==> src/rtl/spec_line_state.sv <==
module spec_line_state #(
  parameter int LINES = 8,
  parameter int WORDS = 4,
  parameter int SEQS  = 4,
  localparam int LW = $clog2(LINES),
  localparam int WW = $clog2(WORDS),
  localparam int QW = $clog2(SEQS)
) (
  input  logic             clk,
  input  logic             rst_n,
  input  logic             ld_valid,
  input  logic [LW-1:0]    ld_line,
  input  logic [QW-1:0]    ld_seq,
  input  logic             st_valid,
  input  logic [LW-1:0]    st_line,
  input  logic [WW-1:0]    st_word,
  input  logic [QW-1:0]    st_seq,
  input  logic             st_sub,
  output logic             st_need_side,
  output logic             st_first,
  input  logic             fill_valid,
  input  logic [LW-1:0]    fill_line,
  input  logic             fill_perm,
  output logic [WORDS-1:0] fill_mask,
  output logic [SEQS-1:0]  fill_credit,
  input  logic             inv_valid,
  input  logic [LW-1:0]    inv_line,
  input  logic             inv_evict,
  output logic             inv_rerequest,
  input  logic [QW-1:0]    oldest_seq,
  output logic             viol_valid,
  output logic [QW-1:0]    viol_seq,
  output logic [SEQS-1:0]  viol_mask,
  input  logic             commit_valid,
  input  logic [QW-1:0]    commit_seq,
  input  logic             rb_valid,
  input  logic [SEQS-1:0]  rb_mask,
  input  logic [LW-1:0]    q_line,
  output logic [WORDS-1:0] q_vld,
  output logic [SEQS-1:0]  q_rd,
  output logic [SEQS-1:0]  q_wr
);

  logic [WORDS-1:0] vld_q [LINES];
  logic [SEQS-1:0]  rd_q  [LINES];
  logic [SEQS-1:0]  wr_q  [LINES];
  logic [WORDS-1:0] vld_d [LINES];
  logic [SEQS-1:0]  rd_d  [LINES];
  logic [SEQS-1:0]  wr_d  [LINES];

  logic            st_ok;
  logic [SEQS-1:0] hit_rd;
  logic [QW-1:0]   pick;

  assign st_need_side  = st_valid && st_sub && (vld_q[st_line] == '0);
  assign st_ok         = st_valid && !st_need_side;
  assign st_first      = st_ok && !wr_q[st_line][st_seq];
  assign fill_mask     = fill_valid ? ~vld_q[fill_line] : '0;
  assign fill_credit   = (fill_valid && fill_perm) ? wr_q[fill_line] : '0;
  assign inv_rerequest = inv_valid && !inv_evict && (vld_q[inv_line] != '0);
  assign hit_rd        = inv_valid ? rd_q[inv_line] : '0;

  assign q_vld = vld_q[q_line];
  assign q_rd  = rd_q[q_line];
  assign q_wr  = wr_q[q_line];

  always_comb begin
    pick = '0;
    for (int k = SEQS - 1; k >= 0; k--) begin
      if (hit_rd[QW'((int'(oldest_seq) + k) % SEQS)])
        pick = QW'((int'(oldest_seq) + k) % SEQS);
    end
  end

  always_comb begin
    for (int i = 0; i < LINES; i++) begin
      vld_d[i] = vld_q[i];
      rd_d[i]  = rd_q[i];
      wr_d[i]  = wr_q[i];
      if (ld_valid && ld_line == LW'(i)) rd_d[i][ld_seq] = 1'b1;
      if (st_ok && st_line == LW'(i)) begin
        vld_d[i][st_word] = 1'b1;
        wr_d[i][st_seq]   = 1'b1;
      end
      if (fill_valid && fill_line == LW'(i)) vld_d[i] = '1;
      if (inv_valid && inv_line == LW'(i)) vld_d[i] = '0;
      if (commit_valid) begin
        rd_d[i][commit_seq] = 1'b0;
        wr_d[i][commit_seq] = 1'b0;
      end
      if (rb_valid) begin
        if (wr_q[i] != '0) vld_d[i] = '0;
        wr_d[i] = '0;
        rd_d[i] = rd_d[i] & ~rb_mask;
      end
    end
  end

  always_ff @(posedge clk) begin
    if (!rst_n) begin
      for (int i = 0; i < LINES; i++) begin
        vld_q[i] <= '0;
        rd_q[i]  <= '0;
        wr_q[i]  <= '0;
      end
      viol_valid <= 1'b0;
      viol_seq   <= '0;
      viol_mask  <= '0;
    end else begin
      for (int i = 0; i < LINES; i++) begin
        vld_q[i] <= vld_d[i];
        rd_q[i]  <= rd_d[i];
        wr_q[i]  <= wr_d[i];
      end
      viol_valid <= hit_rd != '0;
      viol_seq   <= pick;
      viol_mask  <= hit_rd;
    end
  end

  logic [SEQS-1:0] col_any;
  logic            wr_any;
  always_comb begin
    col_any = '0;
    wr_any  = 1'b0;
    for (int i = 0; i < LINES; i++) begin
      col_any = col_any | rd_q[i] | wr_q[i];
      wr_any  = wr_any | (wr_q[i] != '0);
    end
  end

  assert_viol_names_member_R8: assert property (@(posedge clk) disable iff (!rst_n)
    viol_valid |-> viol_mask[viol_seq]);

  assert_viol_follows_hit_R8: assert property (@(posedge clk) disable iff (!rst_n)
    (inv_valid && rd_q[inv_line] != '0) |=> viol_valid);

  assert_commit_clears_R9: assert property (@(posedge clk) disable iff (!rst_n)
    (commit_valid && !ld_valid && !st_valid) |=> !col_any[$past(commit_seq)]);

  assert_rollback_no_writes_R10: assert property (@(posedge clk) disable iff (!rst_n)
    (rb_valid && !st_valid) |=> !wr_any);

  assert_inv_drops_line_R7: assert property (@(posedge clk) disable iff (!rst_n)
    inv_rerequest |=> vld_q[$past(inv_line)] == '0);

  assert_fill_completes_R4: assert property (@(posedge clk) disable iff (!rst_n)
    (fill_valid && !inv_valid && !rb_valid) |=> (&vld_q[$past(fill_line)]));

  assert_side_untouched_R3: assert property (@(posedge clk) disable iff (!rst_n)
    (st_need_side && !fill_valid) |=> wr_q[$past(st_line)] == $past(wr_q[st_line]));

endmodule

==> config.mk <==
export PLATFORM = sky130hd
export DESIGN_NAME = spec_line_state
export DESIGN_NICKNAME = d
export VERILOG_FILES = /design/src/rtl/spec_line_state.sv
export SDC_FILE = /design/constraint.sdc
export NUM_CORES = 1
export LEC_CHECK = 0
export BUFFER_PORTS_ARGS = -buffer_cell sky130_fd_sc_hd__buf_2
export CAP_MARGIN = 20
export CORE_MARGIN = 2
export CORE_UTILIZATION = 30
export CTS_CLUSTER_DIAMETER = 150
export DETAILED_ROUTE_END_ITERATION = 10
export GPL_ROUTABILITY_DRIVEN = 0
export PLACE_DENSITY = 0.51
export SLEW_MARGIN = 10
export SYNTH_ARGS = -nofsm -noshare
export SYNTH_HDL_FRONTEND = slang
export SYNTH_SLANG_ARGS = --single-unit
==> constraint.sdc <==
create_clock -name clk -period 1.6 [get_ports clk]
set_input_delay 0 -clock clk [delete_from_list [all_inputs] [get_ports clk]]
set_output_delay 0 -clock clk [all_outputs]
set_load 0.02 [all_outputs]
==> results of run 1 <==
state kept, by name, indices dropped and copies added (netlist names):
name / count
viol_valid: 1
rd_q: 32
vld_q: 32
viol_seq: 2
wr_q: 32
viol_mask: 4
cells by family (layout without fill, tap and decap cells):
kind of cell,after synthesis,after routing,share of synthesized area (%)
buf+inv,36,221,2.65
other cells,0,1,0
mux,87,87,28.0
compound gates,147,147,16.4
simple gates,224,224,17.1
flops,103,103,35.8
worst max-delay path: stages, from the launching register on:
cell,delay [ps]
dfxtp_2,320
mux4_2,480
mux4_2,500
mux2_4,300
a211oi_4,160
buf_6,140
synth_stat cells, types with 9 or more instances:
library cell and n:
a21oi_1 76, clkbuf_1 16, dfxtp_1 103, mux2_2 21, mux2i_1 9, mux4_2 57, nand2_1 30, nand2b_1 14
nor2_1 131, nor3_1 10, nor4_1 9, o21ai_0 10, o31a_1 34
cell type report:
| type | instances | area share (%) |
|---|---|---|
| inverters | 6 | 0.269 |
| flip-flops and latches | 103 | 25.8 |
| multi-input cells | 458 | 46.5 |
| clock inverters | 4 | 0.404 |
| repair buffers | 199 | 20.3 |
| clock buffers | 12 | 3.18 |
| diodes | 1 | 0.0299 |
| well taps | 234 | 3.50 |
metrics by stage:
step	setup TNS [ps]	hold slack [ps]	worst slack (ps)	power, uW	instance area [um2]
3_5_place_dp	-6830	287	-451	3750	7230
4_1_cts	-3340	8.19	-680	6110	8110
6_report	-3750	7.30	-665	6110	8370
3_3_place_gp	-5050	291	-437	3740	7230
5_1_grt	-4730	42.9	-697	6330	8370
2_1_floorplan	-181	45.5	-159	3270	5780
worst max-delay path by stage:
stage | depth (start not counted) | slack, ps | end | from
after floorplan | 4 | -160 | st_first | wr_q[3][3]
after global routing | 5 | -700 | st_first | wr_q[2][3]
after detailed placement | 6 | -450 | st_first | st_line[0]
after CTS | 5 | -680 | st_first | wr_q[3][1]
after global placement | 6 | -440 | st_first | st_line[0]
final | 5 | -670 | st_first | wr_q[3][1]
repair_timing:
item | in CTS | in global routing
pin swaps | 15 | 17
buffers inserted | 7 | 15
setup endpoints to repair | 76 | 39
hold endpoints to repair | 2 | 0
gates resized for setup | 171 | 63
hold buffers | 2 | 0
gates cloned | 0 | 0
per-layer routing:
metal / vias to the layer above / global-route usage (%)
met2: 208 / 35.6
met1: 2843 / 26.0
met5: - / 0
met4: 0 / 8.23
li1: 2617 / -
met3: 27 / 3.50
power breakdown:
| part | total (uW) | internal (uW) | switching (uW) |
|---|---|---|---|
| combinational | 1200 | 561 | 641 |
| sequential | 2660 | 2620 | 45.6 |
| clock | 2240 | 1200 | 1040 |
| total | 6110 | 4380 | 1730 |
==> impl_metrics.json, run 1 <==
{
  "rrSetupSlack_ps": -40,
  "drt_iter0_drc": 593,
  "io_pins": 70,
  "setup_viol": 26,
  "ant_nets": 0,
  "avgSynthCellArea_um2": 9.64,
  "layout_commonest_cell": "nor2_1",
  "crit_arrival_ps": 2270,
  "dieArea_um2": 20300,
  "hp-start": "commit_seq[0]",
  "cts_root_buf": "clkbuf_16",
  "dr.max_layer_used": "met4",
  "synth_area_um2": 5760,
  "worst_slew_pin_slew_ps": 937,
  "dr.pass1.iters": 5,
  "multi_input_area_um2": 3890,
  "rsz0062_at_grt": "yes",
  "ys_ff_latch": 103,
  "yosysUniqueCellTypes": 42,
  "drive_gt1_share_pct": 51.3,
  "synth_warnings": 0,
  "whs_path_depth": 3,
  "min_to": "wr_q[2][0]",
  "synth_top_cell_area_share_pct": 35.8,
  "relSlewSlack_pct": 36.6,
  "cts_tree": "built",
  "initial_core_util_pct": 30.7,
  "cp_max_fo": 2,
  "clockBufferDepth": 2,
  "finalWirelength_mm": 20.9,
  "hold_violations": 0,
  "clkTransAtPathRegs_ps": 70,
  "final_cell_count_no_fill": 1017,
  "synth_edf_count": 0,
  "yosysTopAreaCell": "dfxtp_1",
  "required_ps": 1600,
  "htree_levels": 3,
  "numCtsBuffers": 9,
  "syn2layout_area_growth_pct": 45.4,
  "fillCellCount": 1772,
  "place_hpwl_mm": 15.7,
  "grt_max_degree": 25,
  "wl_met3_mm": 1.16,
  "insertion_delay_ps": 360,
  "grt_usage_pct": 20.7,
  "worst_setup_path_end_kind": "output pin",
  "met2_length_mm": 10.4,
  "final_cell_mix": "128 x nor2_1, 75 x buf_4, 75 x dfxtp_2, 72 x a21oi_1, 69 x buf_6",
  "outcome": "finished, violations left",
  "synth_nets": 637,
  "vias": 5695,
  "leakage_uw": 0.00331,
  "grt.overflow.total": 0,
  "r2r_start": "rd_q[6][0]",
  "maxCapViolCount": 0,
  "final_util_pct": 44.6,
  "cts_sinks": 103,
  "min_period_over_period_pct": 142,
  "drv_slew": 0,
  "r2r-end": "viol_valid",
  "fin_ws_ps": -665,
  "post-route-drc-count": 0,
  "synthTopCellsByArea": "dfxtp_1 36%, mux4_2 22%, nor2_1 8.5%",
  "p_per_area_nw_per_um2": 730,
  "post_drt_wl_per_cell_um": 20.5,
  "fp.dieH_um": 143,
  "async_reset_ff_share_pct": 0,
  "final_nets": 817,
  "grt_pass1_wl_mm": 32.1,
  "path_class": "reg2out",
  "first_global_vias": 5793,
  "period_needed_ps": 2270,
  "clock.fmax_mhz": 441,
  "synthCells": 597,
  "start_kind": "flip-flop",
  "io_buffer_count": 69,
  "viasPerCell": 5.60,
  "dp.cells": 986,
  "rows": 50,
  "yosysSeqAreaShare_pct": 35.8,
  "hp-class": "in2reg",
  "core_um2": 18800,
  "violations": "setup timing",
  "synthFlopType": "dfxtp_1",
  "drt-met1-wl_mm": 8.80,
  "peakVddDrop_v": 0.000437,
  "worst_r2r_path_depth": 5,
  "die_x_um": 143,
  "antenna_found_initial": 1,
  "seqCellArea_um2": 2160,
  "skew_ps": 5.76
}
Note: power is estimated with default switching activity, not from simulation.
==> run 2: changes to the inputs <==
- CORE_UTILIZATION: 30 -> 39
- PLACE_DENSITY: 0.51 -> 0.62
==> impl_metrics.json, run 2 (same netlist as run 1, synthesis figures left out) <==
{
  "rrSetupSlack_ps": -30,
  "fillCellCount": 1209,
  "place_hpwl_mm": 14.6,
  "finalWirelength_mm": 19.9,
  "r2r_start": "rd_q[6][3]",
  "hold_violations": 0,
  "cp_max_fo": 2,
  "leakage_uw": 0.00326,
  "worst_setup_path_end_kind": "output pin",
  "path_class": "reg2out",
  "die_x_um": 125,
  "grt_max_degree": 25,
  "io_pins": 70,
  "htree_levels": 3,
  "post-route-drc-count": 0,
  "clock.fmax_mhz": 442,
  "rsz0062_at_grt": "yes",
  "fin_ws_ps": -662,
  "final_cell_mix": "127 x nor2_1, 79 x buf_6, 73 x a21oi_1, 69 x dfxtp_2, 57 x mux4_2",
  "skew_ps": 5.32,
  "relSlewSlack_pct": 27.4,
  "cts_tree": "built",
  "grt.overflow.total": 0,
  "worst_r2r_path_depth": 6,
  "crit_path_end": "st_first",
  "crit_start": "wr_q[3][3]",
  "clkTransAtPathRegs_ps": 70,
  "r2r-end": "viol_seq[0]",
  "fin_total_pwr_uw": 6230,
  "cp_slowest_stage_delay_ps": 510,
  "worst_slew_pin_slew_ps": 1080,
  "dr.pass1.iters": 5,
  "p_seq_share_pct": 42.8,
  "min_period_over_period_pct": 141,
  "vias": 5791,
  "cts_sinks": 103,
  "grt_usage_pct": 25.6,
  "top_regs": "rd_q x32, vld_q x32, wr_q x32",
  "post_drt_wl_per_cell_um": 20.9,
  "clockBufferDepth": 2,
  "core_um2": 14500,
  "worst-path-buf-inv": 1,
  "drive_gt1_share_pct": 49.7,
  "p_sw_uw": 1650,
  "crit_arrival_ps": 2260,
  "switching_share_pct": 26.5,
  "path_cells": "mux4_2, mux4_2, mux2_4, a211oi_4, buf_6",
  "multi_input_area_um2": 3900,
  "worst-path-stages": 5,
  "violations": "setup timing",
  "diodes": 0,
  "numCtsBuffers": 9,
  "whs_ps": 6.51,
  "internal-power_uw": 4570,
  "hp-class": "in2reg",
  "grt_pass1_wl_mm": 31.4,
  "maxCapViolCount": 0,
  "drt_iter0_drc": 767,
  "ant_nets": 0,
  "crit_family": "multiplexers",
  "pwr-share-comb_pct": 19.0,
  "final_nets": 801,
  "path_common_cell": "mux4_2",
  "slowest_stage": "mux4_2",
  "cts_root_buf": "clkbuf_16",
  "setup_viol": 24,
  "p_per_area_nw_per_um2": 756,
  "first_global_vias": 5797,
  "required_ps": 1600,
  "start_kind": "flip-flop",
  "final_cell_area_um2": 8230,
  "pre_cts_ws_ps": -425,
  "initial_core_util_pct": 39.8,
  "postPlaceCellArea_um2": 7090,
  "fp.dieH_um": 125,
  "period_needed_ps": 2260,
  "pwr-share-clk_pct": 38.2,
  "antenna_found_initial": 0,
  "outcome": "finished, violations left",
  "dieArea_um2": 15700,
  "io_buffer_count": 69,
  "syn2layout_area_growth_pct": 43.0,
  "drv_slew": 0,
  "layout_commonest_cell": "nor2_1",
  "insertion_delay_ps": 360,
  "rows": 44,
  "peakVddDrop_v": 0.000536,
  "viasPerCell": 6.10,
  "seqCellArea_um2": 2160
}
## run 2: layout make-up
| cell class | count | area share, % |
|---|---|---|
| multi-input cells | 458 | 47.4 |
| flip-flops and latches | 103 | 26.2 |
| well taps | 184 | 2.80 |
| repair buffers | 183 | 19.4 |
| inverters | 6 | 0.274 |
| clock inverters | 5 | 1.00 |
| clock buffers | 10 | 2.90 |
## run 2: routing by layer
layer | up-vias | share of wire [%] | global-route usage, %
met4 | 0 | 3.5 | 12.9
li1 | 2589 | - | -
met3 | 52 | 7.2 | 4.45
met5 | - | 0 | 0
met2 | 308 | 49 | 41.7
met1 | 2842 | 40 | 32.7
## run 2: per-stage QoR
step	utilization, %	cells	setup TNS (ps)
floorplan	-	597	-181
global placement	49.0	929	-4810
detailed placement	49.0	929	-6890
CTS	55.8	947	-3100
global route	56.9	949	-4150
finish	56.9	949	-3100
## run 2: what timing repair did
item | CTS | global route
buffers inserted | 4 | 6
gates resized for setup | 195 | 44
hold buffers | 2 | 0
pin swaps | 14 | 11
setup endpoints to repair | 85 | 55
endpoints found under the hold margin | 2 | 0
## run 2: worst min path at each step
stage / cells after the start / endpoint / slack, ps / startpoint
after floorplan: 1 / inv_rerequest / 50 / inv_evict
after global placement: 2 / viol_seq[0] / 280 / oldest_seq[0]
after detailed placement: 2 / viol_seq[0] / 270 / oldest_seq[0]
after CTS: 3 / viol_mask[2] / 10 / inv_valid
after global routing: 4 / rd_q[5][0] / 20 / rb_mask[0]
final: 4 / rd_q[5][0] / 7 / rb_mask[0]
## run 2: worst min-delay path: stages
cell      delay [ps]
buf_2             90
nand2_1           50
o311ai_1         120
nor2_1            60
## run 2: power groups by stage
stage | clock network, uW | registers (uW) | logic, uW
final | 2380 | 2670 | 1180
after global routing | 2510 | 2670 | 1250
after CTS | 2420 | 2660 | 1130
after detailed placement | 0 | 2700 | 1000
after global placement | 0 | 2690 | 980
after floorplan | 0 | 2710 | 559
